### config.mk
export PLATFORM = sky130hd
export DESIGN_NAME = msq_mux_seq
export DESIGN_NICKNAME = d
export VERILOG_FILES = /design/src/rtl/msq_pkg.sv /design/src/rtl/msq_rst_sync.sv /design/src/rtl/msq_wait_qual.sv /design/src/rtl/msq_phase_ctrl.sv /design/src/rtl/msq_bus_drv.sv /design/src/rtl/msq_mux_seq.sv
export SDC_FILE = /design/constraint.sdc
export NUM_CORES = 1
export LEC_CHECK = 0
export BUFFER_PORTS_ARGS = -buffer_cell sky130_fd_sc_hd__buf_4
export CELL_PAD_IN_SITES_DETAIL_PLACEMENT = 0
export CELL_PAD_IN_SITES_GLOBAL_PLACEMENT = 2
export CORE_UTILIZATION = 30
export DETAILED_ROUTE_END_ITERATION = 8
export PLACE_DENSITY = 0.9
export SLEW_MARGIN = 40
export SYNTH_ARGS = -nofsm -noshare
export SYNTH_HDL_FRONTEND = slang
export SYNTH_SLANG_ARGS = --single-unit
### constraint.sdc
create_clock -name clk -period 2.4 [get_ports clk]
set_input_delay 0.36 -clock clk [delete_from_list [all_inputs] [get_ports clk]]
set_output_delay 0.36 -clock clk [all_outputs]
set_load 0.01 [all_outputs]
### src/rtl/msq_pkg.sv
package msq_pkg;
  typedef enum logic [2:0] {
    PH_IDLE  = 3'd0,
    PH_SETUP = 3'd1,
    PH_HOLD  = 3'd2,
    PH_DATA  = 3'd3,
    PH_TURN  = 3'd4
  } msq_phase_e;
endpackage

### src/rtl/msq_rst_sync.sv
module msq_rst_sync #(
  parameter int STAGES = 2
) (
  input  logic clk,
  input  logic rst_n,
  output logic rst_n_sync
);
  logic [STAGES-1:0] sync_q;

  // assertion is immediate, release walks through the chain
  generate
    if (STAGES == 1) begin : g_one
      always_ff @(posedge clk or negedge rst_n) begin
        if (!rst_n) sync_q <= '0;
        else        sync_q <= 1'b1;
      end
    end else begin : g_chain
      always_ff @(posedge clk or negedge rst_n) begin
        if (!rst_n) sync_q <= '0;
        else        sync_q <= {sync_q[STAGES-2:0], 1'b1};
      end
    end
  endgenerate

  assign rst_n_sync = sync_q[STAGES-1];
endmodule

### src/rtl/msq_wait_qual.sv
module msq_wait_qual #(
  parameter int REM_W = 9,
  parameter int LEAD  = 4
) (
  input  logic             wait_in,
  input  logic             wait_en,
  input  logic             wait_pol,
  input  logic             in_data,
  input  logic [REM_W-1:0] rem,
  output logic             stall
);
  localparam logic [REM_W-1:0] LEAD_V = REM_W'(LEAD);

  logic level_active;
  logic in_window;

  // polarity 1: high means wait; polarity 0: low means wait
  assign level_active = wait_pol ? wait_in : ~wait_in;
  // only cycles with more than LEAD cycles left may be stretched
  assign in_window    = (rem > LEAD_V);
  assign stall        = in_data & wait_en & level_active & in_window;
endmodule

### src/rtl/msq_phase_ctrl.sv
module msq_phase_ctrl
  import msq_pkg::*;
#(
  parameter int SET_W = 4,
  parameter int HLD_W = 4,
  parameter int DAT_W = 8,
  parameter int TRN_W = 4,
  parameter int REM_W = 9
) (
  input  logic             clk,
  input  logic             rst_n,
  input  logic             start,
  input  logic             is_write,
  input  logic [SET_W-1:0] cfg_setup,
  input  logic [HLD_W-1:0] cfg_hold,
  input  logic [DAT_W-1:0] cfg_data,
  input  logic [TRN_W-1:0] cfg_turn,
  input  logic             stall,
  output msq_phase_e       phase,
  output logic [REM_W-1:0] rem,
  output logic             last,
  output logic             accept,
  output logic             data_end
);
  localparam logic [REM_W-1:0] ONE = REM_W'(1);

  msq_phase_e       phase_q, phase_d;
  logic [REM_W-1:0] rem_q, rem_d;
  logic [REM_W-1:0] setup_len, hold_len, data_len, turn_len;
  logic             tick_en;

  // phase lengths, with the minimums the access timing needs
  always_comb begin
    setup_len = (cfg_setup == '0) ? ONE : REM_W'(cfg_setup);
    hold_len  = REM_W'(cfg_hold);
    turn_len  = REM_W'(cfg_turn);
    if (is_write)
      data_len = REM_W'(cfg_data) + ONE;
    else
      data_len = (cfg_data == '0) ? ONE : REM_W'(cfg_data);
  end

  assign last     = (rem_q == ONE);
  assign accept   = (phase_q == PH_IDLE) && start;
  assign data_end = (phase_q == PH_DATA) && last && !stall;
  assign tick_en  = ((phase_q != PH_IDLE) || start) && !stall;

  always_comb begin
    phase_d = phase_q;
    rem_d   = rem_q - ONE;
    unique case (phase_q)
      PH_IDLE: begin
        rem_d = rem_q;
        if (start) begin
          phase_d = PH_SETUP;
          rem_d   = setup_len;
        end
      end
      PH_SETUP: begin
        if (last) begin
          if (hold_len != '0) begin
            phase_d = PH_HOLD;
            rem_d   = hold_len;
          end else begin
            phase_d = PH_DATA;
            rem_d   = data_len;
          end
        end
      end
      PH_HOLD: begin
        if (last) begin
          phase_d = PH_DATA;
          rem_d   = data_len;
        end
      end
      PH_DATA: begin
        if (last) begin
          if (turn_len != '0) begin
            phase_d = PH_TURN;
            rem_d   = turn_len;
          end else begin
            phase_d = PH_IDLE;
            rem_d   = '0;
          end
        end
      end
      PH_TURN: begin
        if (last) begin
          phase_d = PH_IDLE;
          rem_d   = '0;
        end
      end
      default: begin
        phase_d = PH_IDLE;
        rem_d   = '0;
      end
    endcase
  end

  always_ff @(posedge clk or negedge rst_n) begin
    if (!rst_n) begin
      phase_q <= PH_IDLE;
      rem_q   <= '0;
    end else if (tick_en) begin
      phase_q <= phase_d;
      rem_q   <= rem_d;
    end
  end

  assign phase = phase_q;
  assign rem   = rem_q;
endmodule

### src/rtl/msq_bus_drv.sv
module msq_bus_drv
  import msq_pkg::*;
#(
  parameter int BUS_W = 16
) (
  input  logic             clk,
  input  logic             rst_n,
  input  logic             accept,
  input  logic             req_write,
  input  logic [BUS_W-1:0] req_addr,
  input  logic [BUS_W-1:0] req_wdata,
  input  msq_phase_e       phase,
  input  logic             last,
  input  logic             data_end,
  input  logic [BUS_W-1:0] mem_ad_in,
  output logic             is_write,
  output logic             mem_ce_n,
  output logic             mem_adv_n,
  output logic             mem_oe_n,
  output logic             mem_we_n,
  output logic [BUS_W-1:0] mem_ad_out,
  output logic             mem_ad_oe,
  output logic             done,
  output logic [BUS_W-1:0] rdata
);
  logic [BUS_W-1:0] addr_q, wdata_q, rdata_q;
  logic             wr_q, done_q;
  logic             ph_setup, ph_hold, ph_data;
  logic             cap_en;

  // request is latched once, on acceptance
  always_ff @(posedge clk or negedge rst_n) begin
    if (!rst_n) begin
      addr_q  <= '0;
      wdata_q <= '0;
      wr_q    <= 1'b0;
    end else if (accept) begin
      addr_q  <= req_addr;
      wdata_q <= req_wdata;
      wr_q    <= req_write;
    end
  end

  assign cap_en = data_end && !wr_q;

  always_ff @(posedge clk or negedge rst_n) begin
    if (!rst_n) rdata_q <= '0;
    else if (cap_en) rdata_q <= mem_ad_in;
  end

  always_ff @(posedge clk or negedge rst_n) begin
    if (!rst_n) done_q <= 1'b0;
    else        done_q <= data_end;
  end

  assign ph_setup = (phase == PH_SETUP);
  assign ph_hold  = (phase == PH_HOLD);
  assign ph_data  = (phase == PH_DATA);

  assign mem_ce_n   = ~(ph_setup | ph_hold | ph_data);
  assign mem_adv_n  = ~ph_setup;
  assign mem_ad_oe  = ph_setup | ph_hold | (ph_data & wr_q);
  assign mem_ad_out = ph_data ? wdata_q : addr_q;
  assign mem_oe_n   = ~(ph_data & ~wr_q);
  assign mem_we_n   = ~(ph_data & wr_q & ~last);

  assign is_write = wr_q;
  assign done     = done_q;
  assign rdata    = rdata_q;
endmodule

### src/rtl/msq_mux_seq.sv
module msq_mux_seq
  import msq_pkg::*;
#(
  parameter int BUS_W     = 16,
  parameter int SET_W     = 4,
  parameter int HLD_W     = 4,
  parameter int DAT_W     = 8,
  parameter int TRN_W     = 4,
  parameter int WAIT_LEAD = 4,
  parameter int RST_STG   = 2
) (
  input  logic             clk,
  input  logic             rst_n,
  input  logic             req_start,
  input  logic             req_write,
  input  logic [BUS_W-1:0] req_addr,
  input  logic [BUS_W-1:0] req_wdata,
  output logic             done,
  output logic [BUS_W-1:0] rdata,
  input  logic [SET_W-1:0] cfg_setup,
  input  logic [HLD_W-1:0] cfg_hold,
  input  logic [DAT_W-1:0] cfg_data,
  input  logic [TRN_W-1:0] cfg_turn,
  input  logic             cfg_wait_en,
  input  logic             cfg_wait_pol,
  output logic             mem_ce_n,
  output logic             mem_adv_n,
  output logic             mem_oe_n,
  output logic             mem_we_n,
  output logic [BUS_W-1:0] mem_ad_out,
  output logic             mem_ad_oe,
  input  logic [BUS_W-1:0] mem_ad_in,
  input  logic             mem_wait
);
  localparam int W_SH  = (SET_W > HLD_W) ? SET_W : HLD_W;
  localparam int W_SHT = (W_SH > TRN_W) ? W_SH : TRN_W;
  localparam int REM_W = (W_SHT > DAT_W + 1) ? W_SHT : DAT_W + 1;

  logic             rst_n_int;
  msq_phase_e       phase;
  logic [REM_W-1:0] rem;
  logic             last, accept, data_end, stall, is_write;

  msq_rst_sync #(.STAGES(RST_STG)) u_rst (
    .clk        (clk),
    .rst_n      (rst_n),
    .rst_n_sync (rst_n_int)
  );

  msq_wait_qual #(.REM_W(REM_W), .LEAD(WAIT_LEAD)) u_wait (
    .wait_in  (mem_wait),
    .wait_en  (cfg_wait_en),
    .wait_pol (cfg_wait_pol),
    .in_data  (phase == PH_DATA),
    .rem      (rem),
    .stall    (stall)
  );

  msq_phase_ctrl #(
    .SET_W(SET_W), .HLD_W(HLD_W), .DAT_W(DAT_W), .TRN_W(TRN_W), .REM_W(REM_W)
  ) u_ctrl (
    .clk       (clk),
    .rst_n     (rst_n_int),
    .start     (req_start),
    .is_write  (is_write),
    .cfg_setup (cfg_setup),
    .cfg_hold  (cfg_hold),
    .cfg_data  (cfg_data),
    .cfg_turn  (cfg_turn),
    .stall     (stall),
    .phase     (phase),
    .rem       (rem),
    .last      (last),
    .accept    (accept),
    .data_end  (data_end)
  );

  msq_bus_drv #(.BUS_W(BUS_W)) u_bus (
    .clk        (clk),
    .rst_n      (rst_n_int),
    .accept     (accept),
    .req_write  (req_write),
    .req_addr   (req_addr),
    .req_wdata  (req_wdata),
    .phase      (phase),
    .last       (last),
    .data_end   (data_end),
    .mem_ad_in  (mem_ad_in),
    .is_write   (is_write),
    .mem_ce_n   (mem_ce_n),
    .mem_adv_n  (mem_adv_n),
    .mem_oe_n   (mem_oe_n),
    .mem_we_n   (mem_we_n),
    .mem_ad_out (mem_ad_out),
    .mem_ad_oe  (mem_ad_oe),
    .done       (done),
    .rdata      (rdata)
  );
endmodule

* After elaboration in Yosys (flattened, before gate mapping)
Index checks and enable logic that the tools add are counted.
** Storage, ports and cells
- Bits in registers :: 64
- Input port bits :: 75
- Output and inout bits :: 38
- Logic and storage cells :: 74
** Cells by class
- Mux-type cells :: 21
- $lt $le $gt $ge :: 1
- Bitwise operators :: 16
- Eq/ne operators :: 10
- Add/subtract/negate cells :: 2
- Reductions and logical operators :: 16
** Operators by type and width (number)
- $mux 9 :: 7
- $pmux 9 s5 :: 1
- $mux 3 :: 6
- $reduce_bool 9->1 :: 2
- $mux 16 :: 1
- $pmux 3 s5 :: 1
- $add 8x1->9 const B :: 1
- $eq 9x1->1 const B :: 1
- $gt 9x3->1 const B :: 1
- $sub 9x1->9 const B :: 1
- $logic_not 8->1 :: 1
- $mux 4 :: 2
- $mux 8 :: 1
- $ne 2x1->1 const B :: 4
- $not 1->1 :: 7
- $and 1x1->1 :: 6
- $eq 3x2->1 const B :: 2
- $reduce_and 6->1 :: 1
- $logic_and 1x1->1 :: 5
- $logic_not 4->1 :: 1
- $eq 3x1->1 const B :: 1
- $eq 3x3->1 const B :: 1
- $logic_not 3->1 :: 1
- $or 1x1->1 :: 3
- 6 further kinds :: 8

* Logic depth before layout (Yosys ltp)
- Depth in word-level cells :: 7
- Mapped depth :: 8
- Gate-level depth less buffers :: 7

* Modules after synthesis
Synthesis repeated with hierarchy kept, for this count alone.
** Unflattened totals
- Cell total of the unflattened synthesis :: 299
- Area total of the unflattened synthesis :: 3445.8 um2
** Modules (own cells, without submodules)
- msq_bus_drv :: area each 2088.3 um2, seq. area each 1251.2 um2, instances 1, cells each 132
- msq_phase_ctrl :: area each 1260.0 um2, seq. area each 300.3 um2, instances 1, cells each 157
- msq_rst_sync :: area each 53.8 um2, seq. area each 50.0 um2, instances 1, cells each 3
- msq_wait_qual :: area each 35.0 um2, seq. area each 0.0 um2, instances 1, cells each 6
- msq_mux_seq :: area each 8.8 um2, seq. area each 0.0 um2, instances 1, cells each 1

* Worst setup path after synthesis
Ideal clock, no wire load.
- Path type :: flip-flop to flip-flop
- Start point :: register u_ctrl.phase_q[0], in the netlist u_ctrl.phase[0]
- End point :: register u_ctrl.rem_q[8], in the netlist u_ctrl.rem[8]
- Clock period less this slack :: 1957 ps
- Buffers on the path :: 1
- Cell stages (with the launch flop) :: 7
- Data arrival time :: 1893 ps
- Setup time :: 64 ps
- Slack :: 443 ps
- Required time :: 2336 ps
- Cells stage by stage :: dfrtp_1 > buf_6 > o21a_1 > a311o_1 > or4_4 > o32a_1 > a21bo_1
** Between the ends
- Word-level cells in the longest chain between the ends :: 7
- Elaborated cells on any way between the ends :: 15
- Those cells by class :: eq/ne: 5; mux: 1; bitwise: 3; reduce/logical: 6
** Ends and longest elaborated chain
- start, declared :: line msq_phase_ctrl.sv:27 : msq_phase_e phase_q, phase_d;
- start signal, assigned :: line msq_phase_ctrl.sv:105 : phase_q <= phase_d;
- $eq 3x2->1 :: line msq_phase_ctrl.sv:51, msq_mux_seq.sv:54
- $and 1x1->1 (3 in series) :: line msq_wait_qual.sv:21 : assign stall = in_data & wait_en & level_active & in_window;
- $logic_not 1->1 :: line msq_phase_ctrl.sv:46 : assign tick_en = ((phase_q != PH_IDLE) || start) && !stall;
- $logic_and 1x1->1 :: line msq_phase_ctrl.sv:46
- $reduce_and 2->1 (no source line)
- end signal, assigned :: line msq_phase_ctrl.sv:106 : rem_q <= rem_d;
- end, declared :: line msq_phase_ctrl.sv:28 : logic [REM_W-1:0] rem_q, rem_d;
Several ways; a longest one is shown, not always the timed one.
A chain may end at the register's enable or synchronous reset.

* Worst setup path in the final report
- Start point :: register u_ctrl.phase_q[0], in the netlist u_ctrl.phase[0]
- End point :: output mem_ad_out[3]
** Between the ends
- Word-level cells in the longest chain between the ends :: 2
** Ends and longest elaborated chain
- $eq 3x2->1 :: line msq_bus_drv.sv:58 : assign ph_data = (phase == PH_DATA);
- $mux 16 :: line msq_bus_drv.sv:63 : assign mem_ad_out = ph_data ? wdata_q : addr_q;
- end, declared :: line msq_mux_seq.sv:30 : output logic [BUS_W-1:0] mem_ad_out,
Every way passes these cells.

==> summary.md <==
| Metric | Value |
|---|---|
| Status | `finished clean` |
| Critical path fanouts, max | `18` |
| Final hold violation count | `0` |
| Post-Syn Area | `approximately 3300 um^2` |
| Power Dens Cells | `between 1000 and 1500 nW/um^2` |
| Final cell count without fillers | `about 560` |
| Lkg Pwr | `2.07 nW` |
| Setup Skew | `about 4.1 ps` |
| Asr flop ratio synth | `100%` |
| TritonCTS Buffers | `9` |
| Syn_nets | `about 390` |
| # setup viols final | `0` |
| DRC Markers | `0` |
| Initial antenna violation count | `0` |
| Largest net degree at the start of global routing | `44` |
| Die Y | `between 100 and 150 um` |
| Slew @ Worst Pin | `678 ps` |
| Layout cells sized above 1 | `between 40 and 50%` |
| Total iterations of the first detailed-routing run | `4` |
| Area growth, synth to finish | `35.6%` |
| Rel. slew slack | `between 50% and 60%` |
| Cells after Synth | `between 300 and 400` |
| Fin crit share | `roughly 93%` |
| Total global-route track usage | `between 10% and 20%` |
| Placed insts | `~550` |
| MaxCap Viol Count | `0` |
| Vias in the first global route | `2678` |
| WL final | `just over 8000 um` |
| Post-route setup TNS | `0 ps` |
| Hold crit path type | `flop to asynchronous set/reset pin` |
| Sequential-to-total area share from yosys stat | `between 40% and 50%` |
| Clk root buf | `clkbuf_8` |
| Vias per std cell | `4.83` |
| Routed WL per cell | `14.6 um` |
| Pre-CTS setup slack | `roughly 240 ps` |
| Global-route wire length before repair | `around 13000 um` |
| Worst Path Arrival | `~1900 ps` |
| Worst EP required | `2040 ps` |
| Std cell rows | `37` |
| CTS tree | `done` |
| Full die area | `11400 um^2` |
| Critical path type | `flop to primary output` |
| Synth area leader | `dfrtp_1` |
| Max Fclk | `about 450 MHz` |
| Final critical-path required period | `around 2200 ps` |
| Diode count | `0` |
| Synthesized area per cell | `about 11 um^2` |
| GPL Wtd Cong | `~0.83` |
| DP HPWL | `5980 um` |
| Die W | `around 110 um` |
| CP startpoint kind | `flop` |
| CP endpoint kind | `primary output` |
| Clock tree buffer depth | `2` |
| Grt total ovfl | `0` |
| Antenna Violating Nets Remaining | `0` |
| Slew Limit Fails | `0` |
| Count of cell types in the netlist | `46` |
| Reg clk slew, reported paths | `70 ps` |
| Post-synth EDFFs | `0` |
| Area fraction of the dominant cell type after synthesis | `about half` |
| Core ar. | `10500 um^2` |
| Number of I/O pins | `roughly 110` |
| # port buffers | `~110` |
| Latest clock arrival within the worst-skew pair | `330 ps` |
| Worst IR Drop VDD | `approximately 0.55 mV` |
| PnR worst setup slack | `approximately 160 ps` |
| #FFs+latches synth | `64` |
| Initial Util | `31.4%` |
| H-Tree Depth | `3` |
| Layout net count | `around 500` |
| Top post-synthesis cells by area | `dfrtp_1, mux2_2, nand2_1` |
| RSZ-0062 raised after global routing | `false` |
| Leading register cell type out of synthesis | `dfrtp_1` |
| Synth warn | `0` |
| Iteration-0 DRC count of the detailed router | `155` |
| Vias | `approximately 2700` |
| Number of clock sinks | `between 60 and 70` |
-- path summary, 6_finish.rpt --
| kind | to | depth (start not counted) | startpoint | slack [ps] |
|---|---|---|---|---|
| setup / recovery | mem_ad_out[3] | 5 | u_ctrl.phase[0]$_DFFE_PN0P_ | 160 |
| hold / removal | u_bus.rdata[0]$_DFFE_PN0P_ | 0 | u_rst.sync_q[1]$_DFF_PN0_ | 210 |
| setup reg to reg | u_bus.rdata[9]$_DFFE_PN0P_ | 4 | u_ctrl.phase[2]$_DFFE_PN0P_ | 260 |
| hold reg to reg | u_bus.rdata[0]$_DFFE_PN0P_ | 0 | u_rst.sync_q[1]$_DFF_PN0_ | 210 |
| max in group asynchronous | u_bus.addr_q[13]$_DFFE_PN0P_ | 1 | u_rst.sync_q[1]$_DFF_PN0_ | 1590 |
| min in group clk | u_bus.is_write$_DFFE_PN0P_ | 3 | req_write | 240 |
-- placed cells by master, fill, tap and decap left out, types with 3 or more instances in the layout --
master,n
buf_4,117
nand2b_1,4
and2_1,3
a21oi_1,3
xor2_1,4
a22oi_1,3
clkbuf_8,10
clkinv_2,4
dfrtp_1,63
nor2_1,13
nor3b_1,4
nor4_1,5
inv_1,8
ha_1,4
a31oi_1,3
nor3_1,7
nand2_1,55
mux2_2,49
xnor2_1,5
a22o_1,5
nand3_1,5
nand4_1,5
o21ai_0,14
-- kinds of logic after synthesis --
group / share of synthesized area, %
other: 0.114
AND/OR/NAND/NOR: 16.2
multiplexers: 17.1
AO/OA/AOI/OAI: 9.61
XOR/XNOR: 2.40
buffers and inverters: 4.23
adder cells (fa/ha/maj): 1.53
flip-flops: 48.8
-- layout make-up --
| class | count | area [um^2] |
|---|---|---|
| fill | 1080 | 6010 |
| clock buffer | 10 | 138 |
| inverter | 8 | 30.0 |
| timing repair buffer | 120 | 928 |
| tap | 136 | 170 |
| multi-input combinational | 220 | 1550 |
| clock inverter | 6 | 35.0 |
| sequential | 64 | 1600 |
-- power by group --
group,switching [mW],leakage (nW),internal (mW)
logic,1.24,1.22,1.43
clock network,0.435,0.0878,0.395
registers,0.371,0.765,1.59
-- repair_timing --
item                                   in CTS  in global routing
hold buffers                                1                  0
setup buffers                               0                  0
setup endpoints to repair                  16                  0
endpoints found under the hold margin       2                  0
gates resized for setup                     2                  0
-- registers in the layout, indices dropped and copies added (netlist names) --
register	flops
u_rst.sync_q	2
u_bus.is_write	1
u_bus.done	1
u_ctrl.rem	9
u_bus.addr_q	16
u_bus.wdata_q	16
u_ctrl.phase	3
u_bus.rdata	16
-- synth_stat cells, drive strengths merged (5+ instances only) --
cell and n:
nand2 55, nand4 5, dfrtp 64, clkbuf 9, nor3 8, o21ai 14, nor2 13, xnor2 5
mux2 49, nand3 5, nor4 5, inv 8, a22o 5, buf 11
-- per-stage QoR --
step | utilization [%] | cell area, um^2 | hold WS (ps) | power, mW
2_1_floorplan | - | 3280 | 64.4 | 3.62
3_3_place_gp | 40.7 | 4260 | 143 | 4.62
3_5_place_dp | 40.7 | 4260 | 144 | 4.67
4_1_cts | 42.5 | 4450 | 218 | 5.54
5_1_grt | 42.5 | 4450 | 224 | 5.91
6_report | 42.5 | 4450 | 213 | 5.46
-- worst max-delay path, cell delays in order, from the launching register on --
cell	delay [ps]
dfrtp_1	540
inv_1	150
or3_4	540
nand2_1	110
nand2_1	70
buf_4	140
-- per-layer routing --
layer	share of wire, %	wire length, um	vias up	GRT usage (%)
met5	0	0	-	0
met4	1.8	152	0	4.89
met3	7.0	574	15	4.50
met2	48	3950	85	23.7
met1	43	3570	1308	19.7
li1	-	-	1316	-
Note: power is estimated with default switching activity, not from simulation.
